## src/rtl/ordsec_pkg.sv

```systemverilog
package ordsec_pkg;
  typedef enum logic [2:0] {
    S_IDLE   = 3'd0,
    S_ARMED  = 3'd1,
    S_INSIDE = 3'd2,
    S_SENT   = 3'd3,
    S_FIN    = 3'd4
  } ordsec_state_t;
endpackage

```

## src/rtl/ordsec_packer.sv

```systemverilog
module ordsec_packer #(
  parameter int ID_W  = 2,
  localparam int REG_W = ID_W + 1
) (
  input  logic             clk,
  input  logic             rst,
  input  logic             clr,
  input  logic             accept,
  input  logic [REG_W-1:0] wdata,
  input  logic             locked,
  output logic [REG_W-1:0] q
);
  always_ff @(posedge clk) begin
    if (rst || clr) q <= '0;
    else if (accept) q <= wdata;
  end

  assert_image_hold_R2: assert property (@(posedge clk) disable iff (rst)
    (locked && !clr) |=> $stable(q));
endmodule

```

## src/rtl/ordsec_drain.sv

```systemverilog
module ordsec_drain #(
  parameter int NCNT = 3
) (
  input  logic            clk,
  input  logic            rst,
  input  logic            clr,
  input  logic            arm,
  input  logic            open,
  input  logic            exit_in,
  input  logic [NCNT-1:0] cnt_zero,
  output logic            pend_q,
  output logic            fire
);
  logic drained;
  assign drained = &cnt_zero;
  assign fire    = open && (pend_q || exit_in) && drained;

  always_ff @(posedge clk) begin
    if (rst || clr) pend_q <= 1'b0;
    else if (fire) pend_q <= 1'b0;
    else if (arm && exit_in) pend_q <= 1'b1;
  end

  assert_latch_keep_R5: assert property (@(posedge clk) disable iff (rst)
    (pend_q && !clr && !fire) |=> pend_q);
endmodule

```

## src/rtl/ordsec_ctrl.sv

```systemverilog
module ordsec_ctrl
  import ordsec_pkg::*;
#(
  parameter int ID_W  = 2,
  parameter int NCNT  = 3,
  localparam int REG_W = ID_W + 1
) (
  input  logic             clk,
  input  logic             rst,
  input  logic             wave_start,
  input  logic             cfg_we,
  input  logic [REG_W-1:0] cfg_wdata,
  input  logic             grant,
  input  logic [NCNT-1:0]  cnt_zero,
  input  logic             exit_req,
  input  logic             end_prog,
  input  logic             end_ordered,
  output logic             done_msg,
  output logic [REG_W-1:0] packer_q,
  output logic             err
);
  ordsec_state_t state;
  logic end_pend;
  logic pend_q, fire;
  logic accept, locked, arm, open, exit_in;

  assign accept  = cfg_we && (state == S_IDLE);
  assign locked  = (state != S_IDLE);
  assign arm     = (state == S_ARMED) || (state == S_INSIDE);
  assign open    = (state == S_INSIDE);
  assign exit_in = exit_req || end_ordered;

  ordsec_packer #(.ID_W(ID_W)) u_packer (
    .clk(clk), .rst(rst), .clr(wave_start), .accept(accept),
    .wdata(cfg_wdata), .locked(locked), .q(packer_q)
  );

  ordsec_drain #(.NCNT(NCNT)) u_drain (
    .clk(clk), .rst(rst), .clr(wave_start), .arm(arm), .open(open),
    .exit_in(exit_in), .cnt_zero(cnt_zero), .pend_q(pend_q), .fire(fire)
  );

  always_ff @(posedge clk) begin
    if (rst || wave_start) begin
      state    <= S_IDLE;
      end_pend <= 1'b0;
      done_msg <= 1'b0;
      err      <= 1'b0;
    end else begin
      done_msg <= fire;
      if (arm && end_ordered) end_pend <= 1'b1;
      case (state)
        S_IDLE: begin
          if (end_prog || end_ordered) state <= S_FIN;
          else if (cfg_we && cfg_wdata[0]) state <= S_ARMED;
        end
        S_ARMED: begin
          if (end_prog) begin
            state <= S_FIN;
            err   <= 1'b1;
          end else if (grant) state <= S_INSIDE;
        end
        S_INSIDE: begin
          if (end_prog) begin
            state <= S_FIN;
            if (!fire) err <= 1'b1;
          end else if (fire) begin
            state <= (end_pend || end_ordered) ? S_FIN : S_SENT;
          end
        end
        S_SENT: if (end_prog || end_ordered) state <= S_FIN;
        S_FIN: state <= S_FIN;
        default: state <= S_IDLE;
      endcase
    end
  end

  assert_wave_clear_R1: assert property (@(posedge clk) disable iff (rst)
    wave_start |=> (packer_q == '0 && !done_msg && !err));
  assert_no_early_done_R4: assert property (@(posedge clk) disable iff (rst)
    done_msg |-> ($past(state) == S_INSIDE));
  assert_drained_done_R5: assert property (@(posedge clk) disable iff (rst)
    done_msg |-> $past(&cnt_zero));
  assert_single_pulse_R6: assert property (@(posedge clk) disable iff (rst)
    (done_msg && !wave_start) |=> !done_msg);
  assert_err_sticky_R8: assert property (@(posedge clk) disable iff (rst)
    (err && !wave_start) |=> err);
endmodule

```

## config.mk

```make
export PLATFORM = sky130hd
export DESIGN_NAME = ordsec_ctrl
export DESIGN_NICKNAME = d
export VERILOG_FILES = /design/src/rtl/ordsec_pkg.sv /design/src/rtl/ordsec_packer.sv /design/src/rtl/ordsec_drain.sv /design/src/rtl/ordsec_ctrl.sv
export SDC_FILE = /design/constraint.sdc
export NUM_CORES = 1
export LEC_CHECK = 0
export BUFFER_PORTS_ARGS = -buffer_cell sky130_fd_sc_hd__buf_2
export CELL_PAD_IN_SITES_DETAIL_PLACEMENT = 1
export CELL_PAD_IN_SITES_GLOBAL_PLACEMENT = 1
export CORE_MARGIN = 5
export CORE_UTILIZATION = 35
export CTS_CLUSTER_DIAMETER = 80
export DETAILED_ROUTE_END_ITERATION = 7
export GPL_ROUTABILITY_DRIVEN = 0
export PLACE_DENSITY = 0.9
export SLEW_MARGIN = 20
export SYNTH_ARGS = -nofsm -noshare
export SYNTH_HDL_FRONTEND = slang
export SYNTH_HIERARCHICAL = 1
export SYNTH_SLANG_ARGS = --single-unit
```

## constraint.sdc

```tcl
create_clock -name clk -period 3 [get_ports clk]
set_clock_uncertainty 0.1 [all_clocks]
set_input_delay 0.15 -clock clk [delete_from_list [all_inputs] [get_ports clk]]
set_output_delay 0.15 -clock clk [all_outputs]
set_load 0.02 [all_outputs]
```

== Word-level counts from Yosys, hierarchy flattened ==
Index checks and enable logic that the tools add are counted.

* Reductions and logical operators: 18
* Mux-type cells: 13
* Eq/ne operators: 11

{| class="wikitable"
|+ Operators with widths
! kind !! number
|-
| $mux W3 || 8
|-
| $pmux W3 S5 || 1
|-
| $ne A2 B2 Y1 const B || 4
|-
| $reduce_and A4 Y1 || 2
|-
| $eq A3 B2 Y1 const B || 2
|-
| $logic_and A1 B1 Y1 || 6
|-
| $logic_or A1 B1 Y1 || 6
|-
| $ne A3 B3 Y1 const B || 2
|-
| $eq A3 B1 Y1 const B || 1
|-
| $eq A3 B3 Y1 const B || 1
|-
| $logic_not A3 Y1 || 1
|-
| $mux W1 || 3
|-
| $ne A3 B1 Y1 const B || 1
|-
| $reduce_and A3 Y1 || 1
|-
| $pmux W1 S2 || 1
|-
| $reduce_bool A2 Y1 || 1
|-
| $reduce_or A2 Y1 || 1
|}

* Output and inout bits: 5
* Logic and storage cells: 48
* Bits of input ports: 14
* Register bits: 10

== Depth between registers and ports, before layout ==
Gate-level depths: netlist (run 1).

* Word-level depth: 7
* Depth in mapped cells: 9
* Depth with buffers taken out: 8

== Cells and area by module ==
The synthesis (run 1) kept the hierarchy.

{| class="wikitable"
|+ Modules (own cells, without submodules)
! module !! sequential area each (um^2) !! times used !! area each (um^2) !! cells an instance
|-
| ordsec_ctrl || 120.1 || 1 || 380.4 || 51
|-
| ordsec_packer || 60.1 || 1 || 105.1 || 9
|-
| ordsec_drain || 20.0 || 1 || 55.1 || 7
|}

== Least setup slack after synthesis (run 1) ==
Ideal clock, no wire load.

* Path type: reg2reg
* Start point: register state[1]
* End point: register state[0]
* Setup time: 0.119 ns
* Buffers on the path: 1
* Period minus slack after synthesis: 1.654 ns
* Cell stages (with the launch flop): 9
* Arrival time: 1.435 ns
* Path slack: 1.346 ns
* Required time: 2.781 ns
* Cell sequence: dfxtp_1 buf_6 inv_4 nor3_1 nand4_1 nor2_1 nor2_1 o311a_1 mux2i_1

* Cells in the longest elaborated chain, start to end: 5
* Elaborated cells on any way between the ends: 13
* Classes of those cells: 8 x eq/ne; 1 x mux; 4 x reduce/logical

{| class="wikitable"
|+ RTL lines
! item !! RTL line !! text
|-
| start, declared || ordsec_ctrl.sv:22 || <nowiki>ordsec_state_t state;</nowiki>
|-
| start signal, assigned || ordsec_ctrl.sv:68 || <nowiki>state <= (end_pend || end_ordered) ? S_FIN : S_SENT;</nowiki>
|-
| $eq A3 B2 Y1 || ordsec_ctrl.sv:30 || <nowiki>assign open = (state == S_INSIDE);</nowiki>
|-
| named net open || ordsec_ctrl.sv:25 || <nowiki>logic accept, locked, arm, open, exit_in;</nowiki>
|-
| $logic_and A1 B1 Y1 (2 in a row) || ordsec_drain.sv:16 || <nowiki>assign fire = open && (pend_q || exit_in) && drained;</nowiki>
|-
| named net fire || ordsec_ctrl.sv:24 || <nowiki>logic pend_q, fire;</nowiki>
|-
| $ne A3 B3 Y1 (no line) || - ||
|-
| $reduce_and A4 Y1 (no line) || - ||
|}

The timed path passes the listed nets, and every way through them passes these cells.
A chain may end at the register's enable or synchronous reset.

== Final worst setup path (run 1) ==
Ends and elaborated chain as after synthesis.

==> results of run 1 <==
-- where the power goes --
| part | internal [mW] | leakage, nW | total (mW) | switching (mW) |
|---|---|---|---|---|
| Clock | 0.0737 | 0.0210 | 0.121 | 0.0476 |
| Sequential | 0.135 | 0.0810 | 0.138 | 0.00296 |
| Combinational | 0.0146 | 0.190 | 0.0331 | 0.0185 |
| Total | 0.223 | 0.292 | 0.292 | 0.0691 |
-- cell usage in the layout, fill, tap and decap left out, types with 2 or more instances in the layout --
cell type	count
dfxtp_1	10
nor3_1	7
nand2_1	4
clkbuf_4	3
nand4_1	2
and2_1	2
a21oi_1	2
nor2_1	14
o22ai_1	2
mux2i_1	6
buf_2	18
-- per-layer routing --
metal | wire length, um | track usage | share of wire | vias to the layer above
met4 | 31 | 0.05830 | 0.021 | 0
met3 | 85 | 0.04893 | 0.058 | 4
met5 | 0 | 0 | 0 | -
li1 | - | - | - | 269
met2 | 717 | 0.2082 | 0.49 | 17
met1 | 619 | 0.1363 | 0.43 | 265
-- flip-flops by register name (all words and copies together) (netlist names) --
register,count
state,3
u_packer/q,3
done_msg,1
end_pend,1
err,1
u_drain/pend_q,1
-- area by class of cell --
type | instances | area share
multi-input combinational | 50 | 0.4551
sequential | 10 | 0.3059
timing repair buffer | 18 | 0.1377
clock buffer | 4 | 0.05545
tap | 16 | 0.03059
inverter | 2 | 0.01530
-- worst paths after layout --
kind | start | to | cells after the start
worst max-delay path | state[1]$_SDFFE_PP0P_ | state[0]$_SDFFE_PP0P_ | 7
worst min-delay path | rst | end_pend$_SDFFE_PP0P_ | 2
worst max register to register | state[1]$_SDFFE_PP0P_ | state[0]$_SDFFE_PP0P_ | 7
worst min register to register | err$_SDFFE_PP0P_ | err$_SDFFE_PP0P_ | 1
==> results.sh, run 1 <==
export IMPL_outcome="complete, no violations"
export IMPL_boundaryPins=19
export IMPL_fp_dieArea_sq_um=2417
export IMPL_core_area_sq_um=1489
export IMPL_antenna_left=0
export IMPL_multi_input_area_sq_um=297.8
export IMPL_power_mw=0.2924
export IMPL_route_vias_total=555
export IMPL_hold_viol_final=0
export IMPL_final_area_sq_um=654.4
export IMPL_htree_levels=1
export IMPL_grt_use_total=0.1249
export IMPL_wl_per_cell_um=14.53
export IMPL_die_h_um=49.16
export IMPL_die_x_um=49.16
export IMPL_yosys_warnings=6
export IMPL_dp_slack_ns=1.104
export IMPL_rows=14
export IMPL_fmax_mhz=521.0
export IMPL_synthesis_area_sq_um=536.8
export IMPL_drtIter0Drc=4
export IMPL_grt_max_degree=13
export IMPL_clkSinkCount=10
export IMPL_min_period_ns=1.919
export IMPL_slew_headroom=0.7182
export IMPL_cts_tree="yes"
export IMPL_worstMarginPinSlew_ns=0.4212
export IMPL_fin_tns_setup_ns=0
export IMPL_antenna_found_initial=0
export IMPL_placed_area_sq_um=618.1
export IMPL_maxCapViolCount=0
export IMPL_cp_buffers_inverters=1
export IMPL_grt_overflow=0
export IMPL_reg2reg_setup_slack_ns=1.08
export IMPL_clkTransAtPathRegs_ns=0.07
export IMPL_syn2layout_area_growth_pct=21.91
export IMPL_setup_violations=0
export IMPL_setup_ws_ns=1.081
export IMPL_final_util=0.4395
export IMPL_leakagePower_nw=0.2923
export IMPL_worst_hold_slack_ns=0.01746
export IMPL_max_stage_delay_ns=0.53
export IMPL_cp_required_ns=3.06
export IMPL_crit_path_frequent_cell="nor2_1"
export IMPL_drv_slew=0
export IMPL_dp_cells=96
export IMPL_cts_buffers=3
export IMPL_vias_per_cell=5.550
export IMPL_cp_max_fo=8
export IMPL_grt_pass1_wl_um=2394
export IMPL_critPathSlowestCell="dfxtp_1"
export IMPL_grt_setup_unrepaired="no"
export IMPL_peakVddDrop_uv=225.4
export IMPL_drc_errors=0
export IMPL_post_cts_repair_setup_buffers=0
export IMPL_grt_pass1_vias=573
export IMPL_fin_nets=99
export IMPL_regArea_sq_um=200.2
export IMPL_clk_latency_ns=0.27
export IMPL_path_cells="inv_4 > nor3_1 > nand4_1 > nor2_1 > nor2_1 > o311a_1 > mux2i_1"
export IMPL_finalNonFillerCells=100
export IMPL_io_buffer_count=18
export IMPL_crit_arrival_ns=1.98
export IMPL_drive_above_1_share=0.2857
export IMPL_cp_start_kind="register"
export IMPL_critical_path_endpoint_type="register"
export IMPL_cts_hold_buffers=0
export IMPL_drtPass1Iterations=3
export IMPL_crit_type="reg -> reg"
export IMPL_synth_cells=66
export IMPL_start_util=0.3605
export IMPL_wirelength_um=1453
export IMPL_synth_area_per_cell_sq_um=8.133
export IMPL_antenna_cells=0
export IMPL_hold_class="in -> reg"
export IMPL_power_density_nw_per_um2=446.9
export IMPL_crit_family="simple AND/OR/NAND/NOR gates"
export IMPL_syn_nets=80
export IMPL_n_fill_cell=186
export IMPL_root_buffer="clkbuf_4"
export IMPL_cts_buffer_depth=2
export IMPL_post_route_period_util=0.6398
export IMPL_place_hpwl_um=1133
export IMPL_cts_resized=0
(Power assumes the default switching activity.)
==> run 2, diff against run 1 <==
CORE_UTILIZATION = 33   (was 35)
PLACE_DENSITY = 0.86   (was 0.9)
clock period = 1.8 ns   (was 3 ns; I/O delays follow)
==> results.sh, run 2 (synthesized netlist as in run 1, its figures left out) <==
export IMPL_crit_type="reg -> reg"
export IMPL_die_x_um=50.33
export IMPL_leakagePower_nw=0.3275
export IMPL_antenna_left=0
export IMPL_io_buffer_count=18
export IMPL_layout_commonest_cell="buf_2"
export IMPL_max_stage_delay_ns=0.36
export IMPL_outcome="complete, no violations"
export IMPL_maxCapViolCount=0
export IMPL_power_mw=0.5032
export IMPL_cp_buffers_inverters=1
export IMPL_place_hpwl_um=1154
export IMPL_power_density_nw_per_um2=703.1
export IMPL_crit_family="simple AND/OR/NAND/NOR gates"
export IMPL_clkTransAtPathRegs_ns=0.07
export IMPL_fmax_mhz=598.2
export IMPL_grt_max_degree=12
export IMPL_setup_violations=0
export IMPL_die_h_um=50.33
export IMPL_boundaryPins=19
export IMPL_top_regs="state (3), u_packer/q (3)"
export IMPL_htree_levels=1
export IMPL_dp_cells=101
export IMPL_grt_pass1_wl_um=2497
export IMPL_hold_viol_final=0
export IMPL_dp_slack_ns=0.09668
export IMPL_crit_arrival_ns=1.76
export IMPL_core_area_sq_um=1524
export IMPL_fin_tns_setup_ns=0
export IMPL_vias_per_cell=5.318
export IMPL_grt_overflow=0
export IMPL_final_cell_mix="buf_2 (18), nor2_1 (13), dfxtp_1 (9)"
export IMPL_drtPass1Iterations=2
export IMPL_wl_per_cell_um=14.28
export IMPL_fin_nets=106
export IMPL_root_buffer="clkbuf_4"
export IMPL_cp_required_ns=1.89
export IMPL_cts_tree="yes"
export IMPL_syn2layout_area_growth_pct=33.33
export IMPL_min_period_ns=1.672
export IMPL_post_route_period_util=0.9286
export IMPL_min_path_cells=3
export IMPL_clk_latency_ns=0.27
export IMPL_setup_ws_ns=0.1284
export IMPL_drive_above_1_share=0.3407
export IMPL_wirelength_um=1528
export IMPL_worstMarginPinSlew_ns=0.3191
export IMPL_cts_buffer_depth=2
export IMPL_cts_buffers=3
export IMPL_post_cts_repair_setup_buffers=0
export IMPL_peakVddDrop_uv=511.5
export IMPL_start_util=0.3522
export IMPL_antenna_cells=0
export IMPL_antenna_found_initial=0
export IMPL_reg2regPathDepth=7
export IMPL_cp_start_kind="register"
export IMPL_finalNonFillerCells=107
export IMPL_drc_errors=0
export IMPL_grt_pass1_vias=557
export IMPL_grt_use_total=0.1294
export IMPL_final_area_sq_um=715.7
export IMPL_path_cells="inv_4 > nor3_1 > nand4_1 > nor2_2 > nor2_1 > o311a_1 > nor3_1"
export IMPL_route_vias_total=569
export IMPL_cp_max_fo=5
export IMPL_drv_slew=0
export IMPL_clkSinkCount=10
export IMPL_slew_headroom=0.7846
export IMPL_drtIter0Drc=5
export IMPL_hold_class="in -> reg"
export IMPL_placed_area_sq_um=655.6
export IMPL_rows=14
export IMPL_fp_dieArea_sq_um=2533
export IMPL_grt_setup_unrepaired="no"
export IMPL_path_depth=7
export IMPL_critical_path_endpoint_type="register"
export IMPL_critPathSlowestCell="dfxtp_2"
export IMPL_crit_path_frequent_cell="nor3_1"
-- run 2: area by class of cell --
| cell class | count | area (sq um) |
|---|---|---|
| Clock buffer | 4 | 36.28 |
| Fill cell | 189 | 808.3 |
| Inverter | 2 | 10.01 |
| Multi-Input combinational cell | 50 | 300.3 |
| Sequential cell | 10 | 201.4 |
| Tap cell | 16 | 20.02 |
| Timing Repair Buffer | 25 | 147.6 |
-- run 2: worst paths after layout --
kind / from / end / slack [ns]
max: state[1]$_SDFFE_PP0P_ / state[2]$_SDFFE_PP0P_ / 0.13
min: cfg_wdata[2] / u_packer/q[2]$_SDFFE_PP0P_ / 0.01
max reg2reg: state[1]$_SDFFE_PP0P_ / state[2]$_SDFFE_PP0P_ / 0.13
min reg2reg: err$_SDFFE_PP0P_ / err$_SDFFE_PP0P_ / 0.36
-- run 2: where the power goes --
group	internal [mW]	leakage [nW]	switching [mW]	total, mW
sequential	0.225	0.0815	0.00243	0.227
combinational	0.0305	0.225	0.0353	0.0658
clock	0.123	0.0210	0.0870	0.210
total	0.378	0.327	0.125	0.503
-- run 2: metrics by stage --
| stage | util | hold WS (ns) |
|---|---|---|
| after global routing | 0.4696 | 0.004905 |
| after global placement | 0.4302 | 0.2359 |
| after floorplan | - | 0.06679 |
| after detailed placement | 0.4302 | 0.2640 |
| after CTS | 0.4672 | 0.008808 |
| final | 0.4696 | 0.01161 |
-- run 2: layer usage --
metal / vias to the layer above / wire, um / track usage
met2: 16 / 735 / 0.2071
met4: 0 / 21 / 0.06383
met1: 270 / 699 / 0.1566
met3: 2 / 71 / 0.03846
met5: - / 0 / 0
li1: 281 / - / -
-- run 2: worst register-to-register path: cells and delay by family, from the launching register on --
family / cells / cell delay, ns
buf+inv: 1 / 0.05
flops: 1 / 0.36
compound gates: 1 / 0.36
simple gates: 5 / 0.72
-- run 2: repair_timing --
action                                  in CTS  in global routing
hold endpoints to repair                     4                  0
endpoints found under the setup margin       0                  2
hold buffers                                 2                  0
gates resized for setup                      0                  2
==> run 3, diff against run 2 <==
CORE_MARGIN = default   (was 5)
MAX_ROUTING_LAYER = met4   (was default)
REMOVE_ABC_BUFFERS = 1   (was default)
==> results.sh, run 3 (synthesized netlist as in run 1, its figures left out) <==
export IMPL_outcome="complete, no violations"
export IMPL_syn2layout_area_growth_pct=32.87
export IMPL_rows=14
export IMPL_r2r_end="state[0]$_SDFFE_PP0P_"
export IMPL_fin_tns_setup_ns=0
export IMPL_multi_input_area_sq_um=305.3
export IMPL_root_buffer="clkbuf_4"
export IMPL_maxCapViolCount=0
export IMPL_cp_max_fo=5
export IMPL_clkSinkCount=10
export IMPL_min_period_ns=1.624
export IMPL_grt_use_total=0.1881
export IMPL_die_h_um=42.33
export IMPL_grt_overflow=0
export IMPL_cts_buffers=3
export IMPL_slew_headroom=0.7921
export IMPL_hold_class="in -> reg"
export IMPL_reg2regPathDepth=7
export IMPL_final_cell_mix="buf_2 (18), nor2_1 (13), dfxtp_1 (9)"
export IMPL_cts_buffer_depth=2
export IMPL_cp_required_ns=1.89
export IMPL_fmax_mhz=615.6
export IMPL_layout_commonest_cell="buf_2"
export IMPL_grt_max_degree=12
export IMPL_worst_hold_slack_ns=0.02337
export IMPL_top_regs="state (3), u_packer/q (3)"
export IMPL_fin_nets=105
export IMPL_vias_per_cell=5.208
export IMPL_start_util=0.3563
export IMPL_antenna_cells=0
export IMPL_clk_latency_ns=0.27
export IMPL_final_util=0.4734
export IMPL_setup_ws_ns=0.1756
export IMPL_clkTransAtPathRegs_ns=0.07
export IMPL_core_area_sq_um=1506
export IMPL_route_vias_total=552
export IMPL_regArea_sq_um=201.4
export IMPL_setup_violations=0
export IMPL_drive_above_1_share=0.3444
export IMPL_leakagePower_nw=0.3234
export IMPL_drv_slew=0
export IMPL_r2r_start="state[1]$_SDFFE_PP0P_"
export IMPL_boundaryPins=19
export IMPL_post_cts_repair_setup_buffers=0
export IMPL_n_fill_cell=201
export IMPL_wirelength_um=1468
export IMPL_post_route_period_util=0.9025
export IMPL_power_mw=0.4972
export IMPL_htree_levels=1
export IMPL_cts_tree="yes"
export IMPL_power_density_nw_per_um2=697.1
export IMPL_place_hpwl_um=1117
export IMPL_critical_path_endpoint_type="register"
export IMPL_drc_errors=0
export IMPL_crit_arrival_ns=1.71
export IMPL_wl_per_cell_um=13.85
export IMPL_crit_type="reg -> reg"
export IMPL_peakVddDrop_uv=320.1
export IMPL_worstHoldEndpoint="u_packer/q[1]$_SDFFE_PP0P_"
export IMPL_grt_pass1_vias=524
export IMPL_antenna_found_initial=0
export IMPL_worstMarginPinSlew_ns=0.3079
export IMPL_grt_setup_unrepaired="no"
export IMPL_dp_slack_ns=0.01319
export IMPL_die_x_um=42.33
export IMPL_min_from="cfg_wdata[1]"
export IMPL_reg2reg_setup_slack_ns=0.18
export IMPL_drtIter0Drc=6
export IMPL_io_buffer_count=18
export IMPL_cp_start_kind="register"
export IMPL_min_path_cells=3
export IMPL_drtPass1Iterations=4
export IMPL_fp_dieArea_sq_um=1792
export IMPL_hold_viol_final=0
export IMPL_grt_pass1_wl_um=2387
export IMPL_antenna_left=0
==> run 3: changes by cell type in the layout (fill, tap and decap cells not counted), sizes merged <==
cell,previous run,this run
buf,23,22
==> run 3: critical path: stages (launching register included) <==
cell and delay, ns:
dfxtp_2 0.35, inv_4 0.05, nor3_2 0.16, nand4_1 0.14, nor2_2 0.15, nor2_1 0.08
o311a_1 0.33, mux2i_1 0.19
==> run 3: report_power, final <==
| part | internal (mW) | switching (mW) |
|---|---|---|
| Sequential | 0.225 | 0.00244 |
| Combinational | 0.0304 | 0.0353 |
| Clock | 0.123 | 0.0810 |
| Total | 0.378 | 0.119 |
==> run 3: cell type report <==
cell class | count | share of cell area
Multi-Input combinational cell | 50 | 0.4281
Inverter | 2 | 0.01404
Timing Repair Buffer | 24 | 0.1965
Clock buffer | 4 | 0.05088
Sequential cell | 10 | 0.2825
Tap cell | 16 | 0.02807
==> run 3: worst max-delay path by stage <==
| stage | from | end | depth (start not counted) |
|---|---|---|---|
| 2_1_floorplan | state[1]$_SDFFE_PP0P_ | state[0]$_SDFFE_PP0P_ | 7 |
| 3_3_place_gp | state[1]$_SDFFE_PP0P_ | state[0]$_SDFFE_PP0P_ | 7 |
| 3_5_place_dp | state[1]$_SDFFE_PP0P_ | state[0]$_SDFFE_PP0P_ | 7 |
| 4_1_cts | state[1]$_SDFFE_PP0P_ | state[0]$_SDFFE_PP0P_ | 7 |
| 5_1_grt | state[1]$_SDFFE_PP0P_ | state[0]$_SDFFE_PP0P_ | 7 |
| 6_report | state[1]$_SDFFE_PP0P_ | state[0]$_SDFFE_PP0P_ | 7 |
==> run 3: repair_timing <==
item,4_1_cts,5_1_grt
resized for setup,1,2
setup endpoints to repair,1,2
pin swaps,0,3
hold buffers,2,0
hold endpoints to repair,4,0
==> run 3: per-stage QoR <==
stage | instances | instance area, sq um
3_3_place_gp | 100 | 648.1
2_1_floorplan | 62 | 508.0
6_report | 106 | 713.2
4_1_cts | 106 | 706.9
5_1_grt | 106 | 713.2
3_5_place_dp | 100 | 648.1
==> run 3: per-layer routing <==
layer	up-vias	routed length, um	track usage
met5	-	0	-
met4	0	33	0.1125
met3	4	54	0.03879
met2	13	668	0.2677
met1	251	711	0.2440
li1	284	-	-
